<file path="config.mk">
export PLATFORM = sky130hd
export DESIGN_NAME = bus_xcvr_reg
export DESIGN_NICKNAME = d
export VERILOG_FILES = /design/src/rtl/txr_pkg.sv /design/src/rtl/txr_capture_reg.sv /design/src/rtl/txr_out_mux.sv /design/src/rtl/bus_xcvr_reg.sv
export SDC_FILE = /design/constraint.sdc
export NUM_CORES = 1
export LEC_CHECK = 0
export ABC_AREA = 1
export BUFFER_PORTS_ARGS = -buffer_cell sky130_fd_sc_hd__buf_2
export CAP_MARGIN = 20
export CORE_ASPECT_RATIO = 1.4
export CORE_MARGIN = 2
export CORE_UTILIZATION = 40
export DETAILED_ROUTE_END_ITERATION = 8
export GPL_TIMING_DRIVEN = 0
export PLACE_DENSITY = 0.67
export RECOVER_POWER = 100
export SYNTH_ARGS = -nofsm -noshare
export SYNTH_HDL_FRONTEND = slang
export SYNTH_HIERARCHICAL = 1
export SYNTH_SLANG_ARGS = --single-unit
</file>
<file path="constraint.sdc">
create_clock -name clk -period 1.2 [get_ports clk]
set_clock_uncertainty 0.15 [all_clocks]
set_input_delay 0.12 -clock clk [delete_from_list [all_inputs] [get_ports clk]]
set_output_delay 0.12 -clock clk [all_outputs]
set_load 0.01 [all_outputs]
</file>
<file path="src/rtl/txr_pkg.sv">
package txr_pkg;
  // Output source choice made by the select inputs
  typedef enum logic {
    SRC_LIVE   = 1'b0,
    SRC_STORED = 1'b1
  } src_sel_e;
endpackage

</file>
<file path="src/rtl/txr_capture_reg.sv">
module txr_capture_reg #(
  parameter int WIDTH = 8
) (
  input  logic             clk,
  input  logic             rst,
  input  logic             stb,
  input  logic [WIDTH-1:0] d,
  output logic [WIDTH-1:0] q
);
  logic stb_q;
  logic load;

  assign load = stb & ~stb_q;

  always_ff @(posedge clk) begin
    if (rst) begin
      stb_q <= 1'b0;
      q     <= '0;
    end else begin
      stb_q <= stb;
      if (load) q <= d;
    end
  end

  // reset clears the register
  assert_reset_clears_R1: assert property (@(posedge clk) rst |=> q == '0);
  // a new strobe edge loads the bus value
  assert_edge_loads_R2: assert property (@(posedge clk) disable iff (rst)
    $rose(stb) |=> q == $past(d));
  // no strobe, no change
  assert_hold_low_R3: assert property (@(posedge clk) disable iff (rst)
    !stb |=> $stable(q));
endmodule

</file>
<file path="src/rtl/txr_out_mux.sv">
module txr_out_mux
  import txr_pkg::*;
#(
  parameter int WIDTH  = 8,
  parameter bit INVERT = 1'b0
) (
  input  logic             en,
  input  src_sel_e         sel,
  input  logic [WIDTH-1:0] live,
  input  logic [WIDTH-1:0] stored,
  output logic [WIDTH-1:0] dout,
  output logic             oe
);
  logic [WIDTH-1:0] raw;
  logic [WIDTH-1:0] shaped;

  always_comb begin
    raw = (sel == SRC_STORED) ? stored : live;
  end

  generate
    if (INVERT) begin : g_inv
      assign shaped = ~raw;
    end else begin : g_pass
      assign shaped = raw;
    end
  endgenerate

  assign oe   = en;
  assign dout = en ? shaped : '0;
endmodule

</file>
<file path="src/rtl/bus_xcvr_reg.sv">
module bus_xcvr_reg
  import txr_pkg::*;
#(
  parameter int WIDTH  = 8,
  parameter bit INVERT = 1'b0
) (
  input  logic             clk,
  input  logic             rst,
  input  logic [WIDTH-1:0] a_in,
  input  logic [WIDTH-1:0] b_in,
  input  logic             cap_ab,
  input  logic             cap_ba,
  input  logic             oe_n,
  input  logic             dir,
  input  logic             sel_ab,
  input  logic             sel_ba,
  output logic [WIDTH-1:0] a_out,
  output logic             a_oe,
  output logic [WIDTH-1:0] b_out,
  output logic             b_oe
);
  logic [WIDTH-1:0] reg_a;
  logic [WIDTH-1:0] reg_b;
  logic             drive_a;
  logic             drive_b;

  assign drive_a = ~oe_n & ~dir;
  assign drive_b = ~oe_n &  dir;

  txr_capture_reg #(.WIDTH(WIDTH)) u_reg_a (
    .clk(clk), .rst(rst), .stb(cap_ab), .d(a_in), .q(reg_a)
  );

  txr_capture_reg #(.WIDTH(WIDTH)) u_reg_b (
    .clk(clk), .rst(rst), .stb(cap_ba), .d(b_in), .q(reg_b)
  );

  txr_out_mux #(.WIDTH(WIDTH), .INVERT(INVERT)) u_mux_a (
    .en(drive_a), .sel(src_sel_e'(sel_ba)), .live(b_in), .stored(reg_b),
    .dout(a_out), .oe(a_oe)
  );

  txr_out_mux #(.WIDTH(WIDTH), .INVERT(INVERT)) u_mux_b (
    .en(drive_b), .sel(src_sel_e'(sel_ab)), .live(a_in), .stored(reg_a),
    .dout(b_out), .oe(b_oe)
  );

  always_comb begin
    // isolation drives neither bus
    assert_isolated_R5: assert (!(oe_n && (a_oe || b_oe)));
    // never both sides at once
    assert_one_side_R6: assert ($onehot0({a_oe, b_oe}));
    // undriven buses read zero
    assert_quiet_R9: assert ((a_oe || a_out == '0) && (b_oe || b_out == '0));
  end

  // capture proceeds during isolation
  assert_store_isolated_R4: assert property (@(posedge clk) disable iff (rst)
    (oe_n && $rose(cap_ab)) |=> reg_a == $past(a_in));
  // simultaneous edges load both registers
  assert_dual_capture_R11: assert property (@(posedge clk) disable iff (rst)
    ($rose(cap_ab) && $rose(cap_ba)) |=> (reg_a == $past(a_in) && reg_b == $past(b_in)));
endmodule

</file>
# [Word level (Yosys, flattened, before mapping)]
# Cells that the tools add are included.
[totals] ff_bits=18 word_cells=16 out_inout_bits=18
[classes] n_mux=4 bitwise=8
[ops] operator="2-to-1 mux 8 bit" n=4
[ops] operator="AND 1 bit" n=4
[ops] operator="NOT 1 bit" n=4

# [Depth between registers and ports, before layout]
# Gate-level depths: netlist (run 1).
[depth] word_depth=3 mapped_depth=5

# [By module]
# Netlist (run 1), hierarchy kept.
[modules_own_cells] module="txr_capture_reg" instances=2 cells_each=55 area_per_inst_um2=377.9
[modules_own_cells] module="txr_out_mux" instances=2 cells_each=44 area_per_inst_um2=203.9
[modules_own_cells] module="bus_xcvr_reg" instances=1 cells_each=3 area_per_inst_um2=13.8

# [Worst setup path before layout (run 1)]
# No wires, ideal clock.
[synth_timing] path_kind="input-to-output" from="in oe_n" to="out a_out[0]" cell_stages=4 required_time_ps=930 t_arrival_ps=637 n_path_buf=1 setup_slack_ps=293 cell_sequence="nor2_1 buf_8 nand2_1 nor2_1"
[synth_via] elab_chain_len=3
[synth_lines] element="start: declaration" line_no="bus_xcvr_reg.sv:13" source="input logic oe_n,"
[synth_lines] element="NOT 1 bit" line_no="bus_xcvr_reg.sv:27" source="assign drive_a = ~oe_n & ~dir;"
[synth_lines] element="AND 1 bit" line_no="bus_xcvr_reg.sv:27"
[synth_lines] element="2-to-1 mux 8 bit" line_no="txr_out_mux.sv:30" source="assign dout = en ? shaped : '0;"
[synth_lines] element="end: declaration" line_no="bus_xcvr_reg.sv:17" source="output logic [WIDTH-1:0] a_out,"
# No other way between the ends.

# [Final worst setup path (run 1)]
[layout_timing] from="reg u_reg_b.q[2]" to="out a_out[2]"
[layout_via] elab_chain_len=2
[layout_lines] element="start: declaration" line_no="txr_capture_reg.sv:8" source="output logic [WIDTH-1:0] q"
[layout_lines] element="start signal: assignment" line_no="txr_capture_reg.sv:18" source="q <= '0;"
[layout_lines] element="start signal: assignment" line_no="txr_capture_reg.sv:21" source="if (load) q <= d;"
[layout_lines] element="2-to-1 mux 8 bit" line_no="txr_out_mux.sv:18" source="raw = (sel == SRC_STORED) ? stored : live;"
[layout_lines] element="2-to-1 mux 8 bit" line_no="txr_out_mux.sv:30"
# No other way between the ends.

==> results of run 1 <==
## state kept, by name, indices dropped and copies added, names as in the netlist
| signal | flops |
|---|---|
| u_reg_a/q | 8 |
| u_reg_a/stb_q | 1 |
| u_reg_b/stb_q | 1 |
| u_reg_b/q | 8 |
## area by class of cell
| class | count | area, sq um |
|---|---|---|
| buffer | 10 | 120 |
| clock buffer | 4 | 55.1 |
| fill | 323 | 1280 |
| inverter | 39 | 154 |
| multi-input combinational | 134 | 563 |
| sequential | 18 | 380 |
| tap | 37 | 46.3 |
| timing repair buffer | 42 | 246 |
## what timing repair did
action                     4_1_cts  5_1_grt
hold endpoints to repair         2        0
gates cloned                     0        0
resized for setup                2       37
pin swaps                        0       11
setup endpoints to repair        2       27
hold buffers                     3        0
setup buffers                    0        2
## worst register-to-register path, delay by kind of cell, from the launching register on
family | cells | cell delay, ns
AND/OR/NAND/NOR | 3 | 0.22
flip-flops | 1 | 0.34
buffers and inverters | 1 | 0.14
## report_power, final
part           internal (mW)  switching, mW  total, mW  leakage (nW)
Clock                  0.291          0.195      0.486        0.0288
Sequential             0.651         0.0283      0.679         0.154
Combinational          0.176          0.198      0.374         0.708
Total                   1.12          0.421       1.54         0.891
## worst paths after layout
| kind | startpoint | end | depth (start not counted) |
|---|---|---|---|
| hold reg to reg | u_reg_a/q[6] | u_reg_a/q[6] | 2 |
| setup reg to reg | u_reg_b/stb_q | u_reg_b/q[5] | 4 |
| setup / recovery | u_reg_b/q[2] | a_out[2] | 5 |
| hold / removal | a_in[7] | u_reg_a/q[7] | 5 |
## layer usage
layer	GRT usage [%]	wire length [microns]
met5	0	0
met4	7.29	33
met3	1.97	124
met2	28.5	1190
met1	16.5	1070
## cells in the final DEF, fill, tap and decap left out, types with 9 or more instances in the layout
cell type,count
nor2_1,67
nand2_1,39
buf_2,35
inv_1,21
inv_2,16
nand3_1,16
dfxtp_2,16
nand2_2,9
## cells by family (layout without fill, tap and decap cells)
| group | Yosys count | after routing | synth area share (%) |
|---|---|---|---|
| AND/OR/NAND/NOR | 134 | 134 | 46.8 |
| flip-flops | 18 | 18 | 30.6 |
| buffers and inverters | 49 | 95 | 22.6 |
## metrics by stage
stage	setup TNS, ns	total power, mW	hold slack [ns]
2_1_floorplan	0	0.921	0.0424
3_3_place_gp	0	1.02	0.178
3_5_place_dp	0	1.02	0.180
4_1_cts	0	1.53	0.0276
5_1_grt	-0.775	1.64	0.0482
6_report	0	1.54	0.0308
==> impl_metrics.py, run 1 <==
metrics = {
    "status": {
        "status": "completed",
    },
    "power_and_ir_drop": {
        "p_per_area_mw_per_mm2": 983,
        "ir_drop_v": 0.000507,
        "p_leak_nw": 0.891,
    },
    "cells_and_area": {
        "fin_area_sq_mm": 0.00157,
        "drive_gt1_share_pct": 39.7,
        "utilization_pct": 54.9,
        "syn_to_final_growth_pct": 32.9,
        "diodes": 0,
        "fin_cells": 284,
        "nets": 272,
    },
    "timing": {
        "worstMarginPinSlew_ns": 0.215,
        "finalSetupViolCount": 0,
        "min_period_ns": 1.19,
        "hold_viol_final": 0,
        "min_period_over_period_pct": 98.9,
        "max_freq_ghz": 0.843,
        "rsz0062_at_grt": "yes",
        "slew_headroom_pct": 85.6,
        "fin_ws_ns": 0.0134,
        "drv_slew": 0,
    },
    "critical_path": {
        "cp_max_fo": 2,
        "slowest_stage": "dfxtp_2",
        "crit_family": "flip-flops",
        "path_common_cell": "nand2_1",
        "required_ns": 0.93,
        "critical_path_class": "flip-flop to output pin",
        "arrival_ns": 0.92,
        "worstSetupEndpointType": "output pin",
        "crit_buf_inv": 2,
        "crit_chain": "inv_2, nand2_1, nand2_1, nor2_1, buf_2",
        "critPathMaxStageDelay_ns": 0.34,
        "reg2reg_setup_slack_ns": 0.24,
        "startpoint_type": "flip-flop",
    },
    "drt": {
        "wl_per_cell_microns": 8.49,
        "drt_iter0_markers": 25,
        "num_vias": 1172,
        "wl_microns": 2410,
        "viasPerCell": 4.13,
        "first_pass_iters": 4,
        "drc": 0,
        "antenna_left": 0,
    },
    "logic_synthesis": {
        "synth_cell_types": 12,
        "syn-instance-count": 201,
        "async_reset_ff_share_pct": 0,
        "synthTopCellsByCount": "nor2_1, nand2_1, inv_1",
        "synth_top_flop_cell": "dfxtp_1",
        "synth_edf_count": 0,
        "syn_area_sq_mm": 0.00118,
        "ys_ff_latch": 18,
        "yosysSeqAreaShare_pct": 30.6,
        "yosysWarnings": 6,
        "synth_area_leader_cell": "dfxtp_1",
        "syn_nets": 225,
        "avgSynthCellArea_sq_um": 5.86,
        "yosysMostFrequentCell": "nor2_1",
        "synthTopCellsByArea": "dfxtp_1, nor2_1, nand2_1",
        "synth_top_area_share_pct": 30.6,
    },
    "global_route": {
        "grt_antenna_before_repair": 0,
        "grt_pass1_vias": 982,
        "overflow": 0,
        "grt_pass1_wl_microns": 4000,
        "grtUsageTotal_pct": 15.1,
        "grt_max_degree": 11,
    },
    "place": {
        "dp_hpwl_microns": 1830,
        "pre_cts_slack_ns": 0.0902,
        "portBuffers": 37,
        "placed_area_sq_mm": 0.00141,
        "dp.cells": 275,
        "place.gp.congestion": 0.700,
    },
    "floorplan": {
        "fp.coreArea_sq_mm": 0.00285,
        "start_util_pct": 41.3,
        "die_x_microns": 49.9,
        "io_pins": 42,
        "rows": 23,
        "die-height_microns": 68.2,
        "dieArea_sq_mm": 0.00340,
    },
    "clocking": {
        "cts_root_buf": "clkbuf_8",
        "clk_path_buf_depth": 2,
        "cts_buffers": 3,
        "path_clk_slew_ns": 0.07,
        "cts_tree": "done",
        "cts_max_level": 1,
        "insertion_delay_ns": 0.25,
        "clock-sinks": 18,
    },
    "flow_run": {
        "drv_cap": 0,
    },
    "worst_hold_path": {
        "worst_hold_path_type": "input port to flip-flop",
    },
}
No activity file was read; power rests on OpenSTA's default activity.
==> inputs of run 2 (changes only) <==
--- a/config.mk
+++ b/config.mk
@@ -15,6 +15,7 @@
 export GPL_TIMING_DRIVEN = 0
 export PLACE_DENSITY = 0.67
 export RECOVER_POWER = 100
+export SLEW_MARGIN = 10
 export SYNTH_ARGS = -nofsm -noshare
 export SYNTH_HDL_FRONTEND = slang
 export SYNTH_HIERARCHICAL = 1
==> constraint.sdc (replaced) <==
create_clock -name clk -period 1.4 [get_ports clk]
set_clock_uncertainty 0.15 [all_clocks]
set_input_delay 0.14 -clock clk [delete_from_list [all_inputs] [get_ports clk]]
set_output_delay 0.14 -clock clk [all_outputs]
set_load 0.01 [all_outputs]
==> run 2 against run 1 <==
Clock power decreased by 14%. Highest routed layer unchanged. Cell area decreased by 7.4%. Worst setup slack improved by 0.14 ns. Routed wire length decreased by 3.0%. First-iteration DRC count increased by 4.0%. Worst hold slack got worse by 0.025 ns. Total power decreased by 17%. Combinational power decreased by 23%. Critical endpoint unchanged. Register-to-register slack improved by 0.22 ns. Via count decreased by 1.8%.
==> impl_metrics.py, run 2 (same netlist as run 1, synthesis figures left out) <==
metrics = {
    "status": {
        "status": "completed",
    },
    "drt": {
        "first_pass_iters": 4,
        "wl_per_cell_microns": 8.35,
        "drt_iter0_markers": 26,
        "wl_microns": 2340,
        "antenna_left": 0,
        "drc": 0,
        "viasPerCell": 4.11,
        "num_vias": 1151,
    },
    "clocking": {
        "cts_resized": 0,
        "cts_root_buf": "clkbuf_8",
        "post-cts-setup-buffers": 0,
        "clock-sinks": 18,
        "clk_path_buf_depth": 2,
        "insertion_delay_ns": 0.25,
        "cts_tree": "done",
        "cts_buffers": 3,
        "cts_hold_buf": 1,
        "path_clk_slew_ns": 0.07,
        "cts_max_level": 1,
    },
    "cells_and_area": {
        "fin_cells": 280,
        "diodes": 0,
        "fillers": 343,
        "nets": 268,
        "largestRegisters": "u_reg_a/q (8), u_reg_b/q (8)",
        "utilization_pct": 50.9,
        "drive_gt1_share_pct": 18.1,
        "layout_common_cells": "nor2_1, nand2_1, inv_1, buf_2, dfxtp_1",
        "ff_latch_area_sq_um": 360,
        "syn_to_final_growth_pct": 23.2,
        "fin_area_sq_mm": 0.00145,
        "multi_input_area_sq_um": 548,
        "final_common_cell": "nor2_1",
    },
    "worst_hold_path": {
        "hp-start": "cap_ab",
        "holdPathEnd": "u_reg_a/stb_q",
        "min_path_cells": 3,
        "worst_hold_path_type": "input port to flip-flop",
    },
    "critical_path": {
        "required_ns": 1.11,
        "crit_family": "flip-flops",
        "startpoint_type": "flip-flop",
        "ff2ff_path_depth": 4,
        "arrival_ns": 0.96,
        "worstSetupEndpointType": "output pin",
        "reg2reg_setup_slack_ns": 0.46,
        "crit_path_start": "u_reg_b/q[2]",
        "path_common_cell": "nand2_1",
        "slowest_stage": "dfxtp_1",
        "timing.rr.start": "u_reg_b/stb_q",
        "cp_max_fo": 2,
        "crit_buf_inv": 2,
        "crit_chain": "inv_1, nand2_1, nand2_1, nor2_1, clkbuf_1",
        "r2r_end": "u_reg_b/q[5]",
        "critical_path_class": "flip-flop to output pin",
        "critPathMaxStageDelay_ns": 0.34,
    },
    "power_and_ir_drop": {
        "total_power_mw": 1.28,
        "ir_drop_v": 0.000405,
        "p_per_area_mw_per_mm2": 880,
        "p_leak_nw": 0.806,
    },
    "global_route": {
        "grtUsageTotal_pct": 14.9,
        "overflow": 0,
        "grt_pass1_vias": 971,
        "grt_antenna_before_repair": 0,
        "grt_max_degree": 11,
        "grt_pass1_wl_microns": 3950,
    },
    "floorplan": {
        "fp.coreArea_sq_mm": 0.00285,
        "io_pins": 42,
        "start_util_pct": 41.3,
        "rows": 23,
        "die_x_microns": 49.9,
        "dieArea_sq_mm": 0.00340,
        "die-height_microns": 68.2,
    },
    "timing": {
        "fin_ws_ns": 0.153,
        "drv_slew": 0,
        "finalSetupViolCount": 0,
        "finalSetupTns_ns": 0,
        "hold_ws_ns": 0.00606,
        "min_period_ns": 1.25,
        "hold_viol_final": 0,
        "slew_headroom_pct": 81.7,
        "rsz0062_at_grt": "no",
        "min_period_over_period_pct": 89.1,
        "max_freq_ghz": 0.802,
        "worstMarginPinSlew_ns": 0.274,
    },
    "flow_run": {
        "drv_cap": 0,
    },
    "place": {
        "portBuffers": 37,
        "placed_area_sq_mm": 0.00141,
        "place.gp.congestion": 0.700,
        "dp_hpwl_microns": 1830,
        "dp.cells": 275,
        "pre_cts_slack_ns": 0.250,
    },
}
run 2: worst max path at each step:
stage | slack (ns) | end | cells after the start
global route | 0.05 | a_out[5] | 5
detailed placement | 0.25 | a_out[2] | 6
global placement | 0.22 | a_out[6] | 6
finish | 0.15 | a_out[2] | 5
CTS | 0.17 | a_out[2] | 5
floorplan | 0.45 | a_out[0] | 4
run 2: area by class of cell:
| class | count | share of cell area, % |
|---|---|---|
| multi-input combinational | 134 | 37.8 |
| sequential | 18 | 24.8 |
| timing repair buffer | 38 | 12.0 |
| inverter | 39 | 10.1 |
| buffer | 10 | 8.28 |
| clock buffer | 4 | 3.80 |
| tap | 37 | 3.19 |
run 2: power breakdown:
group	internal [mW]	switching [mW]
clock	0.250	0.167
combinational	0.127	0.162
sequential	0.551	0.0193
run 2: tightest hold or removal path: stages:
cell	delay (ns)
buf_6	0.12
inv_2	0.07
nor2_1	0.04
run 2: metal layers:
metal	up-vias	global-route usage [%]	part of all wire, %
li1	657	-	-
met1	457	16.8	45
met2	33	27.7	48
met3	4	1.97	5.2
met4	0	7.29	1.4
met5	-	0	0
==> inputs of run 3 (changes only) <==
==> constraint.sdc (replaced) <==
create_clock -name clk -period 1.25 [get_ports clk]
set_clock_uncertainty 0.15 [all_clocks]
set_input_delay 0.125 -clock clk [delete_from_list [all_inputs] [get_ports clk]]
set_output_delay 0.125 -clock clk [all_outputs]
set_load 0.01 [all_outputs]
==> run 3 against run 2 <==
Non-clock buffer count rose by 3. Cell area up 5.8%. Die area is the same. Final cell count rose by 1.1%. Clock-buffer cell count stayed put. Worst setup slack worse by 0.10 ns. Global-route usage grew 0.14 points. Sequential share of layout area is 0.54 points lower. Total power increased by 14%. Clock power increased by 12%. Via count rose by 0.87%. Critical path type unchanged. Critical endpoint is now a_out[3]. Largest cell class unchanged.
==> impl_metrics.py, run 3 (same netlist as run 1, synthesis figures left out) <==
metrics = {
    "floorplan": {
        "io_pins": 42,
        "fp.coreArea_sq_mm": 0.00285,
        "rows": 23,
        "dieArea_sq_mm": 0.00340,
        "die-height_microns": 68.2,
        "die_x_microns": 49.9,
        "start_util_pct": 41.3,
    },
    "timing": {
        "finalSetupViolCount": 0,
        "rsz0062_at_grt": "yes",
        "min_period_over_period_pct": 95.8,
        "slew_headroom_pct": 85.6,
        "hold_ws_ns": 0.0364,
        "hold_viol_final": 0,
        "drv_slew": 0,
        "fin_ws_ns": 0.0530,
        "max_freq_ghz": 0.835,
        "finalSetupTns_ns": 0,
        "worstMarginPinSlew_ns": 0.215,
        "min_period_ns": 1.20,
    },
    "status": {
        "status": "completed",
    },
    "global_route": {
        "grt_max_degree": 11,
        "grt_pass1_wl_microns": 4000,
        "grtUsageMet2_pct": 28.5,
        "use_met3_pct": 1.97,
        "grtUsageTotal_pct": 15.1,
        "busiest_layer": "met2",
        "grt_pass1_vias": 982,
        "overflow": 0,
        "grt_antenna_before_repair": 0,
        "gr-usage-met1_pct": 16.5,
    },
    "cells_and_area": {
        "syn_to_final_growth_pct": 30.3,
        "fin_area_sq_mm": 0.00153,
        "fillers": 332,
        "diodes": 0,
        "layout_common_cells": "nor2_1, nand2_1, buf_2, inv_1, nand3_1",
        "largestRegisters": "u_reg_a/q (8), u_reg_b/q (8)",
        "fin_cells": 283,
        "nets": 271,
        "final_common_cell": "nor2_1",
        "drive_gt1_share_pct": 32.5,
    },
    "critical_path": {
        "startpoint_type": "flip-flop",
        "cp_max_fo": 2,
        "arrival_ns": 0.92,
        "required_ns": 0.98,
        "worstSetupEndpointType": "output pin",
        "critical_path_class": "flip-flop to output pin",
    },
    "drt": {
        "wl_per_cell_microns": 8.40,
        "first_pass_iters": 4,
        "antenna_left": 0,
        "drc": 0,
        "wl_microns": 2380,
        "drt_iter0_markers": 24,
        "viasPerCell": 4.10,
        "num_vias": 1161,
    },
    "flow_run": {
        "drv_cap": 0,
    },
    "place": {
        "pre_cts_slack_ns": 0.130,
        "dp_hpwl_microns": 1830,
        "placed_area_sq_mm": 0.00141,
        "dp.cells": 275,
        "portBuffers": 37,
        "place.gp.congestion": 0.700,
    },
    "clocking": {
        "cts_buffers": 3,
        "cts_max_level": 1,
        "cts_root_buf": "clkbuf_8",
        "path_clk_slew_ns": 0.07,
        "insertion_delay_ns": 0.25,
        "clk_path_buf_depth": 2,
        "clock-sinks": 18,
        "cts_tree": "done",
    },
    "power_and_ir_drop": {
        "ir_drop_v": 0.000484,
        "p_leak_nw": 0.875,
        "p_per_area_mw_per_mm2": 951,
    },
    "worst_hold_path": {
        "worst_hold_path_type": "input port to flip-flop",
    },
}
==> run 3: stage by stage <==
| step | utilization, % | total power [mW] |
|---|---|---|
| 2_1_floorplan | - | 0.884 |
| 3_3_place_gp | 49.5 | 0.980 |
| 3_5_place_dp | 49.5 | 0.983 |
| 4_1_cts | 52.4 | 1.46 |
| 5_1_grt | 53.8 | 1.55 |
| 6_report | 53.8 | 1.46 |
==> run 3: power by group <==
part           total [mW]  leakage [nW]  internal [mW]  switching [mW]
Combinational       0.348         0.694          0.161           0.188
Clock               0.465        0.0288          0.279           0.185
Sequential          0.645         0.153          0.622          0.0234
Total                1.46         0.875           1.06           0.396
==> run 3: per-layer routing <==
metal	vias up	routed length (microns)	share of wire, %
met5	-	0	0
met4	0	33	1.4
met3	4	124	5.2
met2	33	1150	48
met1	461	1070	45
li1	663	-	-
==> run 3: worst max-delay path, cell delays in order (launching register included) <==
cell     delay, ns
dfxtp_1       0.33
inv_1         0.04
nand2_1       0.05
nand2_1       0.05
nor2_1        0.07
buf_2         0.13
==> run 3: repair_timing <==
action | in CTS | in global routing
endpoints found under the setup margin | 0 | 11
resized for setup | 0 | 20
hold buffers | 3 | 0
endpoints found under the hold margin | 2 | 0
setup buffers | 0 | 1
==> run 3: path summary, 6_finish.rpt <==
| check | startpoint | to | slack (ns) | cells past startpoint |
|---|---|---|---|---|
| worst max-delay path | u_reg_b/q[3] | a_out[3] | 0.05 | 5 |
| worst min-delay path | a_in[7] | u_reg_a/q[7] | 0.04 | 5 |
| worst max register to register | u_reg_b/stb_q | u_reg_b/q[5] | 0.29 | 4 |
| worst min register to register | u_reg_a/q[6] | u_reg_a/q[6] | 0.31 | 2 |
==> run 3: layout make-up <==
type                    count  area (sq um)  share of cell area, %
repair buffers             41           234                   15.3
multi-input cells         134           558                   36.4
flip-flops and latches     18           373                   24.3
clock buffers               4          55.1                   3.59
plain buffers              10           114                   7.42
inverters                  39           154                   10.0
well taps                  37          46.3                   3.02
